## src/rtl/swz_pkg.sv

```systemverilog
package swz_pkg;

  typedef enum logic [2:0] {
    SWZ_NONE     = 3'd0,
    SWZ_B9       = 3'd1,
    SWZ_B9_10    = 3'd2,
    SWZ_B9_11    = 3'd3,
    SWZ_B9_10_11 = 3'd4,
    SWZ_B9_17    = 3'd5,
    SWZ_B9_10_17 = 3'd6,
    SWZ_UNKNOWN  = 3'd7
  } swz_mode_e;

  typedef enum logic [1:0] {
    TILE_LINEAR = 2'd0,
    TILE_X      = 2'd1,
    TILE_Y      = 2'd2,
    TILE_RSVD   = 2'd3
  } tile_kind_e;

  // layout field codes in the configuration word
  localparam logic [1:0] LAYOUT_SINGLE  = 2'd0;
  localparam logic [1:0] LAYOUT_ASYM    = 2'd1;
  localparam logic [1:0] LAYOUT_INTLV   = 2'd2;
  localparam logic [1:0] LAYOUT_MATCHED = 2'd3;

  localparam int LAYOUT_LSB = 0;
  localparam int XOR_OFF_BIT = 2;
  localparam int XOR_HI_BIT = 3;

  // bit-17 modes are reported as their lower-bit counterparts
  function automatic swz_mode_e report_mode(swz_mode_e m);
    case (m)
      SWZ_B9_17:    return SWZ_B9;
      SWZ_B9_10_17: return SWZ_B9_10;
      default:      return m;
    endcase
  endfunction

endpackage

```

## src/rtl/swz_mode_select.sv

```systemverilog
module swz_mode_select
  import swz_pkg::*;
#(
  parameter int CFG_W   = 32,
  parameter int SZ_W    = 8,
  parameter int SZ0_LSB = 8,
  parameter int SZ1_LSB = 16
) (
  input  logic             clk,
  input  logic             rst_n,
  input  logic             load,
  input  logic [CFG_W-1:0] cfg,
  output swz_mode_e        mode_x,
  output swz_mode_e        mode_y
);

  logic [1:0]      layout;
  logic [SZ_W-1:0] size_a;
  logic [SZ_W-1:0] size_b;
  swz_mode_e       dec_x;
  swz_mode_e       dec_y;

  assign layout = cfg[LAYOUT_LSB +: 2];
  assign size_a = cfg[SZ0_LSB +: SZ_W];
  assign size_b = cfg[SZ1_LSB +: SZ_W];

  always_comb begin
    dec_x = SWZ_NONE;
    dec_y = SWZ_NONE;
    if (&cfg) begin
      dec_x = SWZ_UNKNOWN;
      dec_y = SWZ_UNKNOWN;
    end else begin
      case (layout)
        LAYOUT_INTLV: begin
          if (cfg[XOR_OFF_BIT]) begin
            dec_x = SWZ_B9_10;
            dec_y = SWZ_B9;
          end else if (!cfg[XOR_HI_BIT]) begin
            dec_x = SWZ_B9_10_11;
            dec_y = SWZ_B9_11;
          end else begin
            dec_x = SWZ_B9_10_17;
            dec_y = SWZ_B9_17;
          end
        end
        LAYOUT_MATCHED: begin
          if (size_a == size_b) begin
            dec_x = SWZ_B9_10;
            dec_y = SWZ_B9;
          end
        end
        default: begin
          dec_x = SWZ_NONE;
          dec_y = SWZ_NONE;
        end
      endcase
    end
  end

  always_ff @(posedge clk) begin
    if (!rst_n) begin
      mode_x <= SWZ_UNKNOWN;
      mode_y <= SWZ_UNKNOWN;
    end else if (load) begin
      mode_x <= dec_x;
      mode_y <= dec_y;
    end
  end

endmodule

```

## src/rtl/swz_xor_fold.sv

```systemverilog
module swz_xor_fold
  import swz_pkg::*;
#(
  parameter int AW = 32
) (
  input  logic [AW-1:0] addr_i,
  input  swz_mode_e     mode_i,
  output logic [AW-1:0] addr_o,
  output swz_mode_e     mode_o
);

  localparam int NTAP = 4;
  localparam int TAP_POS [NTAP] = '{9, 10, 11, 17};
  localparam int DST = 6;

  logic [NTAP-1:0] tap_en;
  logic [NTAP-1:0] tap_hit;

  // tap_en bit order follows TAP_POS: {17, 11, 10, 9}
  always_comb begin
    case (mode_i)
      SWZ_B9:       tap_en = 4'b0001;
      SWZ_B9_10:    tap_en = 4'b0011;
      SWZ_B9_11:    tap_en = 4'b0101;
      SWZ_B9_10_11: tap_en = 4'b0111;
      SWZ_B9_17:    tap_en = 4'b1001;
      SWZ_B9_10_17: tap_en = 4'b1011;
      default:      tap_en = 4'b0000;
    endcase
  end

  for (genvar g = 0; g < NTAP; g++) begin : g_tap
    assign tap_hit[g] = tap_en[g] & addr_i[TAP_POS[g]];
  end

  always_comb begin
    addr_o      = addr_i;
    addr_o[DST] = addr_i[DST] ^ (^tap_hit);
  end

  assign mode_o = report_mode(mode_i);

endmodule

```

## src/rtl/swz_pipe_stage.sv

```systemverilog
module swz_pipe_stage #(
  parameter int W = 35
) (
  input  logic         clk,
  input  logic         rst_n,
  input  logic         s_valid,
  output logic         s_ready,
  input  logic [W-1:0] s_data,
  output logic         m_valid,
  input  logic         m_ready,
  output logic [W-1:0] m_data
);

  assign s_ready = !m_valid || m_ready;

  always_ff @(posedge clk) begin
    if (!rst_n) begin
      m_valid <= 1'b0;
      m_data  <= '0;
    end else if (s_ready) begin
      m_valid <= s_valid;
      if (s_valid) m_data <= s_data;
    end
  end

endmodule

```

## src/rtl/bit6_swizzler.sv

```systemverilog
module bit6_swizzler
  import swz_pkg::*;
#(
  parameter int AW      = 32,
  parameter int CFG_W   = 32,
  parameter int SZ_W    = 8,
  parameter int SZ0_LSB = 8,
  parameter int SZ1_LSB = 16
) (
  input  logic             clk,
  input  logic             rst_n,
  input  logic             cfg_load,
  input  logic [CFG_W-1:0] cfg_word,
  input  logic             in_valid,
  output logic             in_ready,
  input  logic [AW-1:0]    in_addr,
  input  logic [1:0]       in_tiling,
  output logic             out_valid,
  input  logic             out_ready,
  output logic [AW-1:0]    out_addr,
  output logic [2:0]       out_mode
);

  localparam int MW = 3;
  localparam int PW = AW + MW;

  swz_mode_e       mode_x;
  swz_mode_e       mode_y;
  swz_mode_e       eff_mode;
  swz_mode_e       rep_mode;
  logic [AW-1:0]   folded;
  logic [PW-1:0]   pay_in;
  logic [PW-1:0]   pay_out;

  swz_mode_select #(
    .CFG_W(CFG_W), .SZ_W(SZ_W), .SZ0_LSB(SZ0_LSB), .SZ1_LSB(SZ1_LSB)
  ) u_sel (
    .clk(clk), .rst_n(rst_n), .load(cfg_load), .cfg(cfg_word),
    .mode_x(mode_x), .mode_y(mode_y)
  );

  // pick the mode for this request; unknown falls back to untiled
  always_comb begin
    case (tile_kind_e'(in_tiling))
      TILE_X:  eff_mode = mode_x;
      TILE_Y:  eff_mode = mode_y;
      default: eff_mode = SWZ_NONE;
    endcase
    if (eff_mode == SWZ_UNKNOWN) eff_mode = SWZ_NONE;
  end

  swz_xor_fold #(.AW(AW)) u_fold (
    .addr_i(in_addr), .mode_i(eff_mode), .addr_o(folded), .mode_o(rep_mode)
  );

  assign pay_in = {rep_mode, folded};

  swz_pipe_stage #(.W(PW)) u_stage (
    .clk(clk), .rst_n(rst_n),
    .s_valid(in_valid), .s_ready(in_ready), .s_data(pay_in),
    .m_valid(out_valid), .m_ready(out_ready), .m_data(pay_out)
  );

  assign out_addr = pay_out[AW-1:0];
  assign out_mode = pay_out[PW-1:AW];

endmodule

```

## config.mk

```make
export PLATFORM = sky130hd
export DESIGN_NAME = bit6_swizzler
export DESIGN_NICKNAME = d
export VERILOG_FILES = /design/src/rtl/swz_pkg.sv /design/src/rtl/swz_mode_select.sv /design/src/rtl/swz_xor_fold.sv /design/src/rtl/swz_pipe_stage.sv /design/src/rtl/bit6_swizzler.sv
export SDC_FILE = /design/constraint.sdc
export NUM_CORES = 1
export LEC_CHECK = 0
export ABC_AREA = 1
export BUFFER_PORTS_ARGS = -buffer_cell sky130_fd_sc_hd__buf_2
export CORE_UTILIZATION = 49
export DETAILED_ROUTE_END_ITERATION = 16
export PLACE_DENSITY_LB_ADDON = 0.15
export SETUP_SLACK_MARGIN = 0.4
export SKIP_CTS_REPAIR_TIMING = 1
export SLEW_MARGIN = 20
export SYNTH_ARGS = -nofsm -noshare
export SYNTH_HDL_FRONTEND = slang
export SYNTH_HIERARCHICAL = 1
export SYNTH_SLANG_ARGS = --single-unit
```

## constraint.sdc

```tcl
create_clock -name clk -period 2.5 [get_ports clk]
set_input_delay 0.25 -clock clk [delete_from_list [all_inputs] [get_ports clk]]
set_output_delay 0.25 -clock clk [all_outputs]
set_load 0.03 [all_outputs]
```

==> impl_metrics.ini, run 1 <==
[outcome]
run_status = finished, final reports clean

[setup_path]
endpoint_kind = register
crit_type = primary input to register
crit_path_start_kind = primary input
rr_worst_depth = 16
arrival_ps = 1960
reg2reg_to = u_stage/m_data[6]$_SDFFE_PN0P_
crit_fanout = 6
crit_start = in_tiling[0]
r2r-start = u_sel/mode_x[0]$_SDFFE_PN1P_
crit_required_ps = 2690
r2r_slack_ps = 730

[placement]
routabilityCongestion = 0.902
detailed_place_hpwl_mm = 3.98
portBuffers = 107

[finish]
nFillCells = 570
diodes = 0
area_growth_pct = 12.9
final_core_util_pct = 58.6
final_net_count = 562
drive_gt1_share_pct = 25.9

[synth]
synthTopCellsByCount = 93 x nand2_1, 64 x inv_1, 54 x nor2_1, 47 x nand3_1, 42 x dfxtp_1
ys.flop_type = dfxtp_1
synth_area_mm2 = 0.00270
yosysTopAreaCell = dfxtp_1
synth_edf_count = 0
ys_ff_latch = 42
synth_area_per_cell_um2 = 6.35
synth_warnings = 6
syn_nets = 498
synthMostInstantiatedCell = nand2_1
async_reset_ff_share_pct = 0
yosysSeqAreaShare_pct = 31.2
synthDistinctLibCells = 28
synth_top_area_share_pct = 31.2
synth_area_leaders = dfxtp_1 31%, nand2_1 13%, buf_4 10%
syn_inst = 425

[clock_tree]
cts-root-buf = clkbuf_8
worstSkewPairLatency_ps = 290
cts_tree = yes
clk_pin_slew_ps = 80
clockBufferDepth = 2
cts-buffers-inserted = 5
htree_levels = 2
clkSinkCount = 42

[floorplan]
die-area_mm2 = 0.00581
rows = 26
die_x_um = 76.2
start_util_pct = 51.9
ios = 108
die_height_um = 76.2
coreArea_mm2 = 0.00520

[routing]
via_count = 2591
avgRoutedWirePerCell_um = 9.85
via_per_inst = 4.63
drc = 0
drt-total-wl_mm = 5.51
drt-initial-drc-count = 113
first_pass_iters = 4
detail-route-antenna-nets = 0

[timing]
timing.final.crit_share_pct = 71.1
skew_ps = 5.71
drv_slew = 0
rsz0062_at_grt = false
slew-limit-headroom_pct = 48.7
fmaxAchievable_mhz = 563
finalSetupViolCount = 0
fin_setup_tns_ps = 0
tightest_slew_ps = 769
finalHoldViolCount = 0
period_needed_ps = 1780

[global_route]
met3_usage_pct = 3.11
antenna_found_initial = 0
grt_max_degree = 73
gr-max-usage-layer = met2
overflow = 0
use_met1_pct = 23.6
grt_util_met2_pct = 35.5
grt_pass1_wl_mm = 9.64
track_usage_pct = 19.6
grt_pass1_vias = 2317

[power]
peakVddDrop_mv = 0.234
power_uw = 1630
power_density_mw_per_mm2 = 536
cellLeakagePower_uw = 0.00178

[min_path]
min_path_type = primary input to register
whs_path_depth = 3
worstHoldStart = cfg_load
whs_endpoint = u_sel/mode_y[0]$_SDFFE_PN1P_

[flow_run]
max-cap-violations = 0
## logic make-up after synthesis
group	Yosys count	synth area share, %
AO/OA/AOI/OAI	45	8.72
XOR/XNOR	4	1.30
flip-flops	42	31.2
adder cells (fa/ha/maj)	2	0.927
AND/OR/NAND/NOR	214	34.4
buffers and inverters	118	23.6
## power by group
group,leakage [uW],total [uW],switching [uW],internal (uW)
combinational,0.00138,439,280,159
sequential,0.000349,746,25.6,721
clock,0.0000472,447,225,222
total,0.00178,1630,530,1100
## flip-flops by register name, summed over array words and instances, names as in the netlist
| signal | flops |
|---|---|
| u_stage/m_valid | 1 |
| u_sel/mode_x | 3 |
| u_stage/m_data | 35 |
| u_sel/mode_y | 3 |
## metal layers
layer	up-vias	share of wire (%)	wire [um]
met5	-	0	0
met4	0	0.96	53
met3	6	4.6	253
met1	1105	49	2710
met2	70	45	2500
li1	1410	-	-
## how the worst max path moves through the flow
stage | end | cells past startpoint
after floorplan | u_stage/m_data[6]$_SDFFE_PN0P_ | 18
after global placement | u_stage/m_data[6]$_SDFFE_PN0P_ | 19
after detailed placement | u_stage/m_data[6]$_SDFFE_PN0P_ | 17
after CTS | u_stage/m_data[6]$_SDFFE_PN0P_ | 17
after global routing | u_stage/m_data[6]$_SDFFE_PN0P_ | 19
final | u_stage/m_data[6]$_SDFFE_PN0P_ | 18
## cell type report
cell class	count	area (um^2)	share of cell area (%)
Clock inverter	2	12.5	0.411
Multi-Input combinational cell	265	1230	40.2
Tap cell	70	87.6	2.87
Inverter	66	248	8.13
Timing Repair Buffer	109	551	18.1
Clock buffer	6	82.6	2.71
Sequential cell	42	841	27.6
## metrics by stage
stage                     instance area [um^2]  setup slack, ps  hold slack, ps  instances
final                                     3050              723             240        560
after global routing                      3050              477             268        560
after CTS                                 3040              659             236        560
after detailed placement                  2950              347             461        552
after global placement                    2950              463             457        552
after floorplan                           2700              717             319        425
## worst max-delay path, stage by stage
cell,delay (ps)
buf_2,90
inv_1,40
ha_1,310
inv_1,90
nand2_1,90
o21a_1,240
nand2_1,120
nand2_2,60
nor2_1,120
nand2_1,60
nand2_1,60
nand2_1,60
nand3_1,80
nand2_1,50
inv_1,40
nand3_1,70
nand2_1,90
nor2_1,40
## cells in the final DEF (no fill, tap or decap)
master	count
a21boi_0	2
a21boi_1	1
a21oi_1	36
a21oi_2	1
and2_1	2
buf_2	107
buf_4	2
clkbuf_8	6
clkinv_2	1
clkinvlp_4	1
dfxtp_1	42
ha_1	2
inv_1	64
inv_2	2
nand2_1	93
nand2_2	1
nand2_4	1
nand3_1	47
nand3_2	1
nand3b_1	1
nand4_1	7
nor2_1	54
nor2_2	1
nor3_1	2
nor3_2	2
o21a_1	1
o21ai_0	4
or2_1	1
or2_2	1
xnor2_1	4
(Power assumes the default switching activity.)
==> inputs of run 2 (changes only) <==
--- a/config.mk
+++ b/config.mk
@@ -7,7 +7,7 @@
 export LEC_CHECK = 0
 export ABC_AREA = 1
 export BUFFER_PORTS_ARGS = -buffer_cell sky130_fd_sc_hd__buf_2
-export CORE_UTILIZATION = 49
+export CORE_UTILIZATION = 44
 export DETAILED_ROUTE_END_ITERATION = 16
 export PLACE_DENSITY_LB_ADDON = 0.15
 export SETUP_SLACK_MARGIN = 0.4
==> constraint.sdc (replaced) <==
create_clock -name clk -period 1.6 [get_ports clk]
set_input_delay 0.16 -clock clk [delete_from_list [all_inputs] [get_ports clk]]
set_output_delay 0.16 -clock clk [all_outputs]
set_load 0.03 [all_outputs]
==> impl_metrics.ini, run 2 (same netlist as run 1, synthesis figures left out) <==
[setup_path]
cp.depth = 16
crit_path_start_kind = register
reg2reg_to = u_stage/m_data[6]$_SDFFE_PN0P_
cp_cell_sequence = nand2_1 -> nand2_2 -> nand2_4 -> o21a_4 -> nand2_2 -> nand2_2 -> nor2_2 -> nand3b_1 -> nand2_1 -> inv_1 -> nand2_1 -> nand2_1 -> inv_1 -> nand3_1 -> nand2_1 -> nor2_1
critPathMaxStageDelay_ps = 330
cp_top_family = simple AND/OR/NAND/NOR gates
rr_worst_depth = 16
cp_common_cell = nand2_1
endpoint_kind = register
r2r-start = u_sel/mode_y[0]$_SDFFE_PN1P_
crit_fanout = 6
arrival_ps = 1810
worst_path_max_delay_cell = dfxtp_2
crit_required_ps = 1800
r2r_slack_ps = -10
crit_type = register to register
cp.buffers_inverters = 2

[floorplan]
rows = 28
die_height_um = 80.3
die-area_mm2 = 0.00645
coreArea_mm2 = 0.00592
die_x_um = 80.3
start_util_pct = 45.6
ios = 108

[timing]
tightest_slew_ps = 360
period_needed_ps = 1610
skew_ps = 7.79
drv_slew = 0
finalSetupViolCount = 1
rsz0062_at_grt = true
fmaxAchievable_mhz = 620
timing.final.crit_share_pct = 101
finalHoldViolCount = 0
fin_ws_ps = -13.7
slew-limit-headroom_pct = 76.0
fin_setup_tns_ps = -13.7
holdWs_ps = 136

[placement]
detailed_place_hpwl_mm = 4.25
routabilityCongestion = 0.854
dpl-instance-area_mm2 = 0.00306
portBuffers = 107

[finish]
final_core_util_pct = 54.9
nFillCells = 642
final_net_count = 569
layout_common_cells = 106 x buf_2, 84 x nand2_1, 58 x inv_1, 51 x nor2_1, 47 x nand3_1
diodes = 0
area_growth_pct = 20.5
regMostFlops = u_stage/m_data
drive_gt1_share_pct = 32.6
top_regs = u_stage/m_data: 35 flops, u_sel/mode_x: 3 flops, u_sel/mode_y: 3 flops
final_area_mm2 = 0.00325
largest_reg_flops = 35
final_common_cell = buf_2

[outcome]
violations = setup timing
run_status = finished with violations

[clock_tree]
cts_tree = yes
clkSinkCount = 42
htree_levels = 2
cts-buffers-inserted = 5
worstSkewPairLatency_ps = 290
clk_pin_slew_ps = 90
clockBufferDepth = 2
cts-root-buf = clkbuf_8

[routing]
first_pass_iters = 4
drt-initial-drc-count = 117
via_per_inst = 4.61
detail-route-antenna-nets = 0
drt-total-wl_mm = 5.90
via_count = 2636
drc = 0
avgRoutedWirePerCell_um = 10.3

[global_route]
track_usage_pct = 18.0
grt_pass1_vias = 2201
grt_max_degree = 72
overflow = 0
antenna_found_initial = 0
grt_pass1_wl_mm = 9.27

[power]
peakVddDrop_mv = 0.388
cellLeakagePower_uw = 0.00183
power_uw = 2650
power_density_mw_per_mm2 = 813

[min_path]
min_path_type = primary input to register
whs_endpoint = u_sel/mode_y[0]$_SDFFE_PN1P_
worstHoldStart = cfg_load
whs_path_depth = 3

[flow_run]
max-cap-violations = 0
run 2: cell types whose count changed in the layout (fill, tap and decap cells not counted), moves of 2 or more:
cell / delta
buf_12: +2
buf_4: +5
dfxtp_1: -6
dfxtp_2: +5
ha_1: -2
ha_4: +2
inv_1: -6
inv_2: +4
nand2_1: -9
nand2_2: +8
nor2_1: -3
nor2_2: +3
run 2: report_power, final:
part / leakage [uW] / switching (uW) / internal [uW]
Clock: 0.0000472 / 375 / 347
Sequential: 0.000349 / 42.7 / 1130
Combinational: 0.00144 / 467 / 286
run 2: metal layers:
layer | up-vias | share of wire (%) | GRT usage [%]
met1 | 1145 | 47 | 20.6
met2 | 68 | 47 | 32.6
met5 | - | 0 | 0
li1 | 1417 | - | -
met3 | 6 | 5.4 | 4.89
met4 | 0 | 1.1 | 4.46
run 2: area by class of cell:
type / count / area, um^2 / area share [%]
well taps: 75 / 93.8 / 2.88
flip-flops and latches: 42 / 851 / 26.2
clock buffers: 6 / 82.6 / 2.54
multi-input cells: 266 / 1330 / 40.7
inverters: 66 / 265 / 8.15
repair buffers: 115 / 623 / 19.2
clock inverters: 2 / 12.5 / 0.385
run 2: how the worst max path moves through the flow:
stage / endpoint / start / slack [ps]
floorplan: u_stage/m_data[6]$_SDFFE_PN0P_ / in_tiling[1] / 60
global placement: u_stage/m_data[6]$_SDFFE_PN0P_ / in_tiling[1] / -230
detailed placement: u_stage/m_data[6]$_SDFFE_PN0P_ / in_tiling[1] / -310
CTS: u_stage/m_data[6]$_SDFFE_PN0P_ / u_sel/mode_y[0]$_SDFFE_PN1P_ / -120
global route: u_stage/m_data[6]$_SDFFE_PN0P_ / u_sel/mode_y[2]$_SDFFE_PN1P_ / -210
finish: u_stage/m_data[6]$_SDFFE_PN0P_ / u_sel/mode_y[0]$_SDFFE_PN1P_ / -10
run 2: tightest hold or removal path: stages:
cell and delay [ps]:
buf_2 130, nand2_1 60, nand2_1 40
run 2: through the flow:
step	std cells	setup slack (ps)
2_1_floorplan	425	62.0
3_3_place_gp	561	-228
3_5_place_dp	561	-314
4_1_cts	569	-119
5_1_grt	572	-206
6_report	572	-13.7
